**src/rtl/tmr_pkg.sv**
```systemverilog
package tmr_pkg;
  localparam int unsigned ADDR_W = 4;
  typedef logic [ADDR_W-1:0] tmr_addr_t;

  localparam tmr_addr_t A_CNT  = 4'd4;
  localparam tmr_addr_t A_STAT = 4'd5;
  localparam tmr_addr_t A_IEN  = 4'd6;
  localparam tmr_addr_t A_ARM  = 4'd7;
endpackage

```
**src/rtl/tmr_counter.sv**
```systemverilog
module tmr_counter #(
  parameter int unsigned W = 32
) (
  input  logic         clk_i,
  input  logic         rst_ni,
  input  logic         tick_i,
  input  logic         load_i,
  input  logic [W-1:0] load_val_i,
  output logic [W-1:0] cnt_o,
  output logic [W-1:0] next_o,
  output logic         adv_o
);
  logic [W-1:0] cnt_q;

  assign next_o = cnt_q + W'(1);
  assign adv_o  = tick_i & ~load_i;
  assign cnt_o  = cnt_q;

  always_ff @(posedge clk_i or negedge rst_ni) begin
    if (!rst_ni)     cnt_q <= '0;
    else if (load_i) cnt_q <= load_val_i;
    else if (tick_i) cnt_q <= next_o;
  end

  AST_CNT_WRAP: assert property (@(posedge clk_i) disable iff (!rst_ni)
    (tick_i && !load_i && cnt_q == '1) |=> cnt_q == '0);
  AST_CNT_LOAD: assert property (@(posedge clk_i) disable iff (!rst_ni)
    load_i |=> cnt_q == $past(load_val_i));
  AST_CNT_HOLD: assert property (@(posedge clk_i) disable iff (!rst_ni)
    (!tick_i && !load_i) |=> $stable(cnt_q));
endmodule

```
**src/rtl/tmr_channel.sv**
```systemverilog
module tmr_channel #(
  parameter int unsigned W = 32
) (
  input  logic         clk_i,
  input  logic         rst_ni,
  input  logic         match_we_i,
  input  logic [W-1:0] wdata_i,
  input  logic         ien_we_i,
  input  logic         ien_d_i,
  input  logic         clr_i,
  input  logic         adv_i,
  input  logic [W-1:0] next_cnt_i,
  output logic [W-1:0] match_o,
  output logic         status_o,
  output logic         ien_o,
  output logic         hit_o,
  output logic         irq_o
);
  logic [W-1:0] match_q;
  logic         status_q, ien_q;

  // compare against the value the counter is about to take
  assign hit_o    = adv_i && (next_cnt_i == match_q);
  assign match_o  = match_q;
  assign status_o = status_q;
  assign ien_o    = ien_q;
  assign irq_o    = status_q & ien_q;

  always_ff @(posedge clk_i or negedge rst_ni) begin
    if (!rst_ni) begin
      match_q  <= '0;
      status_q <= 1'b0;
      ien_q    <= 1'b0;
    end else begin
      if (match_we_i) match_q <= wdata_i;
      if (ien_we_i)   ien_q   <= ien_d_i;
      status_q <= (status_q & ~clr_i) | hit_o;
    end
  end

  AST_STAT_SET: assert property (@(posedge clk_i) disable iff (!rst_ni)
    hit_o |=> status_q);
  AST_STAT_HOLD: assert property (@(posedge clk_i) disable iff (!rst_ni)
    (status_q && !clr_i) |=> status_q);
endmodule

```
**src/rtl/tmr_rdmux.sv**
```systemverilog
module tmr_rdmux
  import tmr_pkg::*;
#(
  parameter int unsigned W = 32,
  parameter int unsigned N = 4
) (
  input  logic                clk_i,
  input  logic                rst_ni,
  input  tmr_addr_t           addr_i,
  input  logic [W-1:0]        cnt_i,
  input  logic [N-1:0][W-1:0] match_i,
  input  logic [N-1:0]        status_i,
  input  logic [N-1:0]        ien_i,
  input  logic                arm_i,
  output logic [W-1:0]        rdata_o
);
  logic [W-1:0] rd_d, rd_q;

  always_comb begin
    rd_d = '0;
    if (addr_i == A_CNT)       rd_d = cnt_i;
    else if (addr_i == A_STAT) rd_d = {{(W-N){1'b0}}, status_i};
    else if (addr_i == A_IEN)  rd_d = {{(W-N){1'b0}}, ien_i};
    else if (addr_i == A_ARM)  rd_d = {{(W-1){1'b0}}, arm_i};
    for (int i = 0; i < int'(N); i++)
      if (addr_i == tmr_addr_t'(i)) rd_d = match_i[i];
  end

  always_ff @(posedge clk_i or negedge rst_ni) begin
    if (!rst_ni) rd_q <= '0;
    else         rd_q <= rd_d;
  end

  assign rdata_o = rd_q;
endmodule

```
**src/rtl/tick_match_timer.sv**
```systemverilog
module tick_match_timer
  import tmr_pkg::*;
#(
  parameter int unsigned CNT_W  = 32,
  parameter int unsigned NUM_CH = 4
) (
  input  logic              clk_i,
  input  logic              rst_ni,
  input  logic              tick_i,
  input  logic              wr_en_i,
  input  logic [ADDR_W-1:0] addr_i,
  input  logic [CNT_W-1:0]  wdata_i,
  output logic [CNT_W-1:0]  rdata_o,
  output logic [NUM_CH-1:0] status_o,
  output logic [NUM_CH-1:0] irq_o,
  output logic              wdog_rst_o
);
  localparam int unsigned WDOG_CH = NUM_CH - 1;

  logic [CNT_W-1:0]              cnt, next_cnt;
  logic                          adv, cnt_load, ien_we;
  logic [NUM_CH-1:0]             stat, ien, hit, irq, stat_clr;
  logic [NUM_CH-1:0][CNT_W-1:0]  match;
  logic                          arm_q, wdog_q;

  assign cnt_load = wr_en_i && (addr_i == A_CNT);
  assign ien_we   = wr_en_i && (addr_i == A_IEN);
  assign stat_clr = (wr_en_i && addr_i == A_STAT) ? wdata_i[NUM_CH-1:0] : '0;

  tmr_counter #(.W(CNT_W)) u_cnt (
    .clk_i      (clk_i),
    .rst_ni     (rst_ni),
    .tick_i     (tick_i),
    .load_i     (cnt_load),
    .load_val_i (wdata_i),
    .cnt_o      (cnt),
    .next_o     (next_cnt),
    .adv_o      (adv)
  );

  for (genvar i = 0; i < NUM_CH; i++) begin : g_ch
    tmr_channel #(.W(CNT_W)) u_ch (
      .clk_i      (clk_i),
      .rst_ni     (rst_ni),
      .match_we_i (wr_en_i && (addr_i == tmr_addr_t'(i))),
      .wdata_i    (wdata_i),
      .ien_we_i   (ien_we),
      .ien_d_i    (wdata_i[i]),
      .clr_i      (stat_clr[i]),
      .adv_i      (adv),
      .next_cnt_i (next_cnt),
      .match_o    (match[i]),
      .status_o   (stat[i]),
      .ien_o      (ien[i]),
      .hit_o      (hit[i]),
      .irq_o      (irq[i])
    );
  end

  // arm bit only sets; reset is the sole way out
  always_ff @(posedge clk_i or negedge rst_ni) begin
    if (!rst_ni) begin
      arm_q  <= 1'b0;
      wdog_q <= 1'b0;
    end else begin
      arm_q  <= arm_q | (wr_en_i && addr_i == A_ARM && wdata_i[0]);
      wdog_q <= hit[WDOG_CH] & arm_q;
    end
  end

  tmr_rdmux #(.W(CNT_W), .N(NUM_CH)) u_rd (
    .clk_i    (clk_i),
    .rst_ni   (rst_ni),
    .addr_i   (addr_i),
    .cnt_i    (cnt),
    .match_i  (match),
    .status_i (stat),
    .ien_i    (ien),
    .arm_i    (arm_q),
    .rdata_o  (rdata_o)
  );

  assign status_o   = stat;
  assign irq_o      = irq;
  assign wdog_rst_o = wdog_q;

  AST_ARM_STICKY: assert property (@(posedge clk_i) disable iff (!rst_ni)
    arm_q |=> arm_q);
  AST_WDOG_GATED: assert property (@(posedge clk_i) disable iff (!rst_ni)
    !arm_q |=> !wdog_rst_o);
  AST_WDOG_FLAG: assert property (@(posedge clk_i) disable iff (!rst_ni)
    wdog_rst_o |-> stat[WDOG_CH]);
endmodule

```
**config.mk**
```make
export PLATFORM = sky130hd
export DESIGN_NAME = tick_match_timer
export DESIGN_NICKNAME = d
export VERILOG_FILES = /design/src/rtl/tmr_pkg.sv /design/src/rtl/tmr_counter.sv /design/src/rtl/tmr_channel.sv /design/src/rtl/tmr_rdmux.sv /design/src/rtl/tick_match_timer.sv
export SDC_FILE = /design/constraint.sdc
export NUM_CORES = 1
export LEC_CHECK = 0
export BUFFER_PORTS_ARGS = -buffer_cell sky130_fd_sc_hd__clkbuf_2
export CAP_MARGIN = 10
export CORE_MARGIN = 1
export CORE_UTILIZATION = 67
export DETAILED_ROUTE_END_ITERATION = 8
export GPL_TIMING_DRIVEN = 0
export HOLD_SLACK_MARGIN = 0.08
export PLACE_DENSITY = 0.95
export RECOVER_POWER = 25
export SYNTH_ARGS = -nofsm -noshare
export SYNTH_HDL_FRONTEND = slang
export SYNTH_SLANG_ARGS = --single-unit
```
**constraint.sdc**
```tcl
create_clock -name clk_i -period 7.85 [get_ports clk_i]
set_clock_uncertainty 0.15 [all_clocks]
set_input_delay 1.9625 -clock clk_i [delete_from_list [all_inputs] [get_ports clk_i]]
set_output_delay 1.9625 -clock clk_i [all_outputs]
set_load 0.02 [all_outputs]
```
=== Word level (Yosys, flattened, before mapping) ===
Index checks and enable logic that the tools add are counted.

* Flip-flop bits (word level): 202

* Multiplexer cells: 11
* $add $sub $neg: 1
* Equality and inequality tests: 11
* Reductions and logical operators: 15
* Bitwise logic cells: 20

{| class="wikitable"
|+ Operators by type and width
! cell !! count
|-
| two-way mux 32 bit || 9
|-
| equality test 32 bit || 4
|-
| adder 32 x 1 -> 32 bit, second input constant || 1
|-
| equality test 4 x 3 -> 1 bit, second input constant || 4
|-
| logical AND 1 bit || 13
|-
| AND 1 bit || 10
|-
| equality test 4 x 2 -> 1 bit, second input constant || 2
|-
| inverter 1 bit || 5
|-
| bitwise OR 1 bit || 5
|-
| equality test 4 x 1 -> 1 bit, second input constant || 1
|-
| zero test 4 bit || 1
|-
| two-way mux 4 bit || 1
|-
| nonzero test 2 bit || 1
|-
| two-way mux 1 bit || 1
|}

=== Longest topological paths before layout ===
Gate-level depths: netlist of run 1.

* Word-level depth: 9
* Gate-level depth with buffers: 10
* Depth with buffers taken out: 8

=== Modules after synthesis ===
A second synthesis of run 1 with hierarchy kept.

* Cell total of the unflattened synthesis: 1055
* Area total of the unflattened synthesis: 11427.2 um^2

{| class="wikitable"
|+ By module, submodules not included
! module !! sequential area each (um^2) !! cells an instance !! times used !! area each (um^2)
|-
| tmr_channel || 850.8 || 118 || 4 || 1621.6
|-
| tmr_counter || 800.8 || 302 || 1 || 2412.3
|-
| tmr_rdmux || 800.8 || 256 || 1 || 2352.3
|-
| tick_match_timer || 50.0 || 25 || 1 || 176.4
|}

=== Least setup slack after synthesis of run 1 ===
OpenSTA, ideal clock, no wires.

* Path kind: input to register
* From: in addr_i[3]
* To: reg g_ch[1].u_ch.status_q
* Buffers on the path: 0
* Stages: 7
* Data required time: 7605 ps
* Arrival: 3595 ps
* Setup slack: 4010 ps
* Path through: nand3b_1 -> o31ai_1 -> or4_1 -> a211oi_1 -> nand4_1 -> or4_1 -> o31ai_1

* Word-level cells in the longest chain between the ends: 6
* Elaborated cells between the ends (all ways): 11
* Those cells by class: eq/ne: 2; mux: 1; bitwise: 5; reduce/logical: 3

{| class="wikitable"
|+ Ends and longest elaborated chain
! what !! line !! RTL
|-
| from (decl) || tick_match_timer.sv:11 || <nowiki>input logic [ADDR_W-1:0] addr_i,</nowiki>
|-
| equality test 4 x 3 -> 1 bit, on equally long branches || tick_match_timer.sv:28, tick_match_timer.sv:26 ||
|-
| logical AND 1 bit, on equally long branches || tick_match_timer.sv:28, tick_match_timer.sv:26 ||
|-
| two-way mux 4 bit or inverter 1 bit (tied branches) || tick_match_timer.sv:28, tmr_counter.sv:16 ||
|-
| inverter 1 bit or AND 1 bit (tied branches) || tmr_channel.sv:37, tmr_counter.sv:16 ||
|-
| AND 1 bit or logical AND 1 bit (tied branches) || tmr_channel.sv:37, tmr_channel.sv:23 ||
|-
| bitwise OR 1 bit (*) || tmr_channel.sv:37 || <nowiki>status_q <= (status_q & ~clr_i) | hit_o;</nowiki>
|-
| to (signal assigned) || tmr_channel.sv:37 ||
|-
| to (decl) || tmr_channel.sv:20 || <nowiki>logic status_q, ien_q;</nowiki>
|}

Every way passes the cells marked *; elsewhere a longest branch is shown, timed or not.
A chain may end at the register's enable or synchronous reset.

==> flow_summary.ini, run 1 <==
[timing]
fin_crit_sh_pct = 60.21
rsz0062_at_grt = no
hold_violations = 0
final.min_clock_period_ns = 4.726
drv_slew = 108
worst_slack_ns = 3.124
setup_tns_ns = 0
finalSetupViolations = 0
worst_pin_slew_ns = 2.700
fmax_ghz = 0.2116
timing.slew.headroom_pct = -80.01

[setup_path]
critPathTopFamily = buffers and inverters
crit_fanout = 107
worstPathCellList = clkbuf_8 > clkbuf_2
crit_path_end_kind = asynchronous set/reset pin
crit_required_ns = 7.75
worstSetupPathType = input pin to asynchronous set/reset pin
crit_slowest_cell = clkbuf_2
max_stage_delay_ns = 1.99
crit_path_start_kind = input pin
crit_arrival_ns = 4.62
crit_buf_inv = 2

[status]
violations = design-rule violations, max-capacitance violations, max-slew violations
status = complete, but fails checks

[cells_and_area]
final_nets = 1390
final_area_um2 = 14160
final_core_util_pct = 77.74
drive_gt1_share_pct = 22.58
syn2layout_area_growth_pct = 12.38

[synth]
yosysUniqueCellTypes = 80
postSynthCellCount = 1243
ys.flop_type = dfrtp_1
synth.top_cell.area_share_pct = 40.13
synth.avg_cell_area_um2 = 10.13
ys_seq_elements = 202
synth_area_leaders = dfrtp_1 (40%), mux2_2 (12%), xnor2_1 (6.3%), xor2_1 (3.0%), xnor3_1 (2.9%)
synth_area_um2 = 12600
synth_largest_area_cell = dfrtp_1
synth_nets = 1284
synthArstFlopShare_pct = 100.0
yosysSeqAreaShare_pct = 40.13
synth-edff-count = 0
synth_warnings = 0
synth_most_common_cell = dfrtp_1
synthTopCellsByCount = dfrtp_1 (202), mux2_2 (137), xnor2_1 (91)

[drt]
antenna_left = 0
vias = 12090
finalWirelength_um = 50190
drc = 11
wl_per_cell_um = 31.49
firstDrtPassIters = 9
drt_iter0_drc = 2083
avgViaCountPerCell = 7.584

[global_routing]
grt_pass1_wl_um = 74910
overflow = 0
grt_usage_pct = 52.64
grt_max_degree = 108
antenna_found_initial = 2
grt_pass1_vias = 11680

[clock_tree]
postCtsSetupRepairBufs = 0
clk_path_buf_depth = 3
hold_buffers = 0
cts_buffers = 22
cts.clk_slew.worst_paths_ns = 0.06
clock-sinks = 202
clk_latency_ns = 0.52
cts_tree = done
ctsRootBufferMaster = clkbuf_16
htreeDepth = 1
ctsResizeCount = 0

[die]
die_x_um = 139.1
die_y_um = 139.1
rows = 49
coreArea_um2 = 18210
die-area_um2 = 19350
ios = 81
initial_core_util_pct = 69.18

[placement]
dp_hpwl_um = 35210
placed_area_um2 = 13330
dp_slack_ns = 3.109
gp_congestion = 1.094
portBuffers = 80

[pwr]
power_leakage_nw = 5.948
ir_worst_vdd_v = 0.0002920
power.total_mw = 4.674
p_per_area_nw_per_um2 = 330.2

[hold_path]
hold_class = register to register

[run]
drv_cap = 1
[flip-flops by register name, indices dropped and copies added, names as in the netlist]
| name | count |
|---|---|
| arm_q | 1 |
| g_ch.u_ch.ien_o | 4 |
| g_ch.u_ch.match_o | 128 |
| g_ch.u_ch.status_o | 4 |
| u_cnt.cnt_o | 32 |
| u_rd.rdata_o | 32 |
| wdog_rst_o | 1 |
[path summary, 6_finish.rpt]
kind | from | end | slack (ns) | cells past startpoint
min | arm_q$_DFF_PN0_ | arm_q$_DFF_PN0_ | 0.38 | 2
max | rst_ni | u_rd.rdata_o[29]$_DFF_PN0_ | 3.12 | 2
min reg2reg | arm_q$_DFF_PN0_ | arm_q$_DFF_PN0_ | 0.38 | 2
max in group clk_i | u_cnt.cnt_o[15]$_DFFE_PN0P_ | g_ch[1].u_ch.status_o$_DFF_PN0_ | 3.25 | 9
max reg2reg | u_cnt.cnt_o[15]$_DFFE_PN0P_ | g_ch[1].u_ch.status_o$_DFF_PN0_ | 3.25 | 9
min in group asynchronous | rst_ni | g_ch[1].u_ch.match_o[4]$_DFFE_PN0P_ | 1.32 | 1
[cells by family (layout without fill, tap and decap cells)]
logic type | after synthesis | count (layout) | share of synthesized area, %
adder cells (fa/ha/maj) | 1 | 1 | 0.09931
XOR/XNOR | 151 | 151 | 12.37
multiplexers | 145 | 145 | 12.98
flip-flops | 202 | 202 | 40.13
AO/OA/AOI/OAI | 241 | 241 | 13.90
other | 0 | 1 | 0
buffers and inverters | 124 | 245 | 4.251
AND/OR/NAND/NOR | 379 | 379 | 16.28
[routing by layer]
metal / vias to the layer above / global-route usage, % / routed length, um
li1: 4796 / - / -
met1: 5747 / 66.94 / 17700
met2: 1217 / 77.57 / 21010
met3: 327 / 17.82 / 7483
met4: 2 / 32.28 / 3985
met5: - / 2.256 / 13
[cell type report]
class / count / area [um^2]
well taps: 229 / 286.5
fillers: 1104 / 4053
clock buffers: 26 / 606.8
flip-flops and latches: 202 / 5055
plain buffers: 102 / 452.9
inverters: 22 / 82.58
diodes: 1 / 2.502
multi-input cells: 917 / 7007
repair buffers: 82 / 419.2
clock inverters: 13 / 244.0
[power by group]
| group | leakage (nW) | internal, mW | switching [mW] |
|---|---|---|---|
| sequential | 2.48 | 1.27 | 0.310 |
| clock | 0.422 | 0.782 | 0.448 |
| combinational | 3.04 | 0.730 | 1.13 |
[per-stage QoR]
stage / hold slack [ns] / cells
floorplan: 0.2974 / 1243
global placement: 0.3183 / 1552
detailed placement: 0.3327 / 1554
CTS: 0.3747 / 1593
global route: 0.3947 / 1594
finish: 0.3809 / 1594
[placed cells by master, fill, tap and decap left out, types with 22 or more instances in the layout]
cell | netlist | layout
xnor2_1 | 91 | 91
dfrtp_1 | 202 | 202
a22oi_1 | 45 | 45
clkbuf_1 | 56 | 58
nand4_1 | 29 | 29
clkbuf_2 | 3 | 83
a21oi_1 | 50 | 50
clkbuf_16 | 0 | 23
mux2_2 | 137 | 137
xor2_1 | 43 | 43
nor2_1 | 81 | 81
nand2_1 | 85 | 85
nand3_1 | 34 | 34
nor3_1 | 31 | 31
inv_1 | 22 | 22
No activity file was read; power rests on OpenSTA's default activity.
==> run 2, diff against run 1 <==
CORE_UTILIZATION = 56   (was 67)
PLACE_DENSITY = 0.87   (was 0.95)
clock period = 4.2 ns   (was 7.85 ns; I/O delays follow)
==> flow_summary.ini, run 2 (synthesis results as in run 1) <==
[cells_and_area]
largest_reg_flops = 128
drive_gt1_share_pct = 23.08
final_area_um2 = 14230
layout_common_cells = dfrtp_1 (202), mux2_2 (137), xnor2_1 (91)
final_nets = 1390
fin_cells = 1646
layout_commonest_cell = dfrtp_1
syn2layout_area_growth_pct = 12.94

[die]
die-area_um2 = 23100
die_y_um = 152.0
ios = 81
coreArea_um2 = 21960
initial_core_util_pct = 57.37
rows = 54
die_x_um = 152.0

[status]
status = complete, but fails checks
violations = design-rule violations, max-capacitance violations, max-slew violations, negative setup slack

[clock_tree]
clock-sinks = 202
hold_buffers = 0
cts_tree = done
cts_buffers = 22
cts.clk_slew.worst_paths_ns = 0.06
clk_path_buf_depth = 3
ctsRootBufferMaster = clkbuf_16
clk_latency_ns = 0.54
htreeDepth = 1

[timing]
fin_crit_sh_pct = 102.0
finalSetupViolations = 1
hold_violations = 0
worst_pin_slew_ns = 2.563
timing.slew.headroom_pct = -70.90
worst_slack_ns = -0.08497
fmax_ghz = 0.2334
rsz0062_at_grt = yes
final.min_clock_period_ns = 4.285
drv_slew = 102

[placement]
placed_area_um2 = 13390
gp_congestion = 1.031
portBuffers = 80
dp_hpwl_um = 35030
dpl.cell_count = 1605

[drt]
drc = 15
firstDrtPassIters = 8
wl_per_cell_um = 28.57
antenna_left = 0
avgViaCountPerCell = 6.885
drt_iter0_drc = 1312
vias = 11330
finalWirelength_um = 47030

[global_routing]
grt_usage_pct = 40.89
busiest_layer = met2
use_met3_pct = 11.32
grt_pass1_wl_um = 70060
grt.met2_usage_pct = 60.16
antenna_found_initial = 1
grt_max_degree = 103
overflow = 0
grt_pass1_vias = 10880
gr-usage-met1_pct = 54.84

[setup_path]
crit_path_start_kind = register
crit_fanout = 10
reg2reg_slack_ns = -0.08
crit_arrival_ns = 4.50
worstSetupPathType = register to register
crit_required_ns = 4.42
crit_path_end_kind = register

[pwr]
power_leakage_nw = 5.939
p_per_area_nw_per_um2 = 592.0
ir_worst_vdd_v = 0.0004413

[run]
drv_cap = 1

[hold_path]
hold_class = register to register
==> run 2: cell count changes in the layout (fill, tap and decap cells not counted), sizes merged <==
cell	previous run	this run
bufinv	7	3
clkdlybuf4s18	0	1
clkinvlp	0	2
clkbuf	167	169
==> run 2: area by class of cell <==
type / count / area (um^2)
Clock buffer: 29 / 626.9
Multi-Input combinational cell: 917 / 7069
Tap cell: 280 / 350.3
Inverter: 22 / 82.58
Timing Repair Buffer: 82 / 437.9
Clock inverter: 11 / 150.1
Sequential cell: 202 / 5055
Antenna cell: 1 / 2.502
Fill cell: 1726 / 7731
Buffer: 102 / 452.9
==> run 2: through the flow <==
step | total power [mW] | hold slack (ns) | util [%] | setup WS (ns) | setup TNS [ns]
after floorplan | 4.991 | 0.2974 | - | 0.9358 | 0
after global placement | 6.079 | 0.3269 | 60.79 | -1.755 | -350.47
after detailed placement | 6.148 | 0.3650 | 61.00 | -0.04615 | -0.04615
after CTS | 8.239 | 0.3815 | 64.63 | 0.02812 | 0
after global routing | 8.677 | 0.3992 | 64.79 | -0.02329 | -0.04385
final | 8.423 | 0.3768 | 64.79 | -0.08497 | -0.08497
==> run 2: final timing paths <==
kind | startpoint | endpoint | cells after the start
worst max register to register | u_cnt.cnt_o[15]$_DFFE_PN0P_ | g_ch[1].u_ch.status_o$_DFF_PN0_ | 9
worst min register to register | arm_q$_DFF_PN0_ | arm_q$_DFF_PN0_ | 2
worst max-delay path | u_cnt.cnt_o[15]$_DFFE_PN0P_ | g_ch[1].u_ch.status_o$_DFF_PN0_ | 9
worst min-delay path | arm_q$_DFF_PN0_ | arm_q$_DFF_PN0_ | 2
min in group asynchronous | rst_ni | g_ch[2].u_ch.match_o[4]$_DFFE_PN0P_ | 1
max in group asynchronous | rst_ni | g_ch[1].u_ch.match_o[25]$_DFFE_PN0P_ | 1
==> run 2: per-layer routing <==
layer	up-vias	wire length, um
li1	4820	-
met1	5573	18560
met2	776	20130
met3	161	5608
met4	2	2662
met5	-	67
==> run 2: repair_timing <==
| action | in CTS | in global routing |
|---|---|---|
| buffers inserted | 0 | 0 |
| hold endpoints to repair | 0 | 0 |
| setup endpoints to repair | 1 | 5 |
| resized for setup | 3 | 9 |
==> run 2: power breakdown <==
group	internal, mW	switching, mW	total, mW
Combinational	1.37	2.05	3.42
Clock	1.24	0.840	2.08
Sequential	2.38	0.545	2.92
==> run 2: worst max-delay path, stage by stage (launching register included) <==
cell and delay [ns]:
dfrtp_1 0.36, clkbuf_1 0.46, and4_2 0.29, clkbuf_1 0.33, nand4_1 0.38, nor4_2 0.67, xnor3_1 0.26, o211ai_1 0.19
or4_1 0.49, o31ai_1 0.54
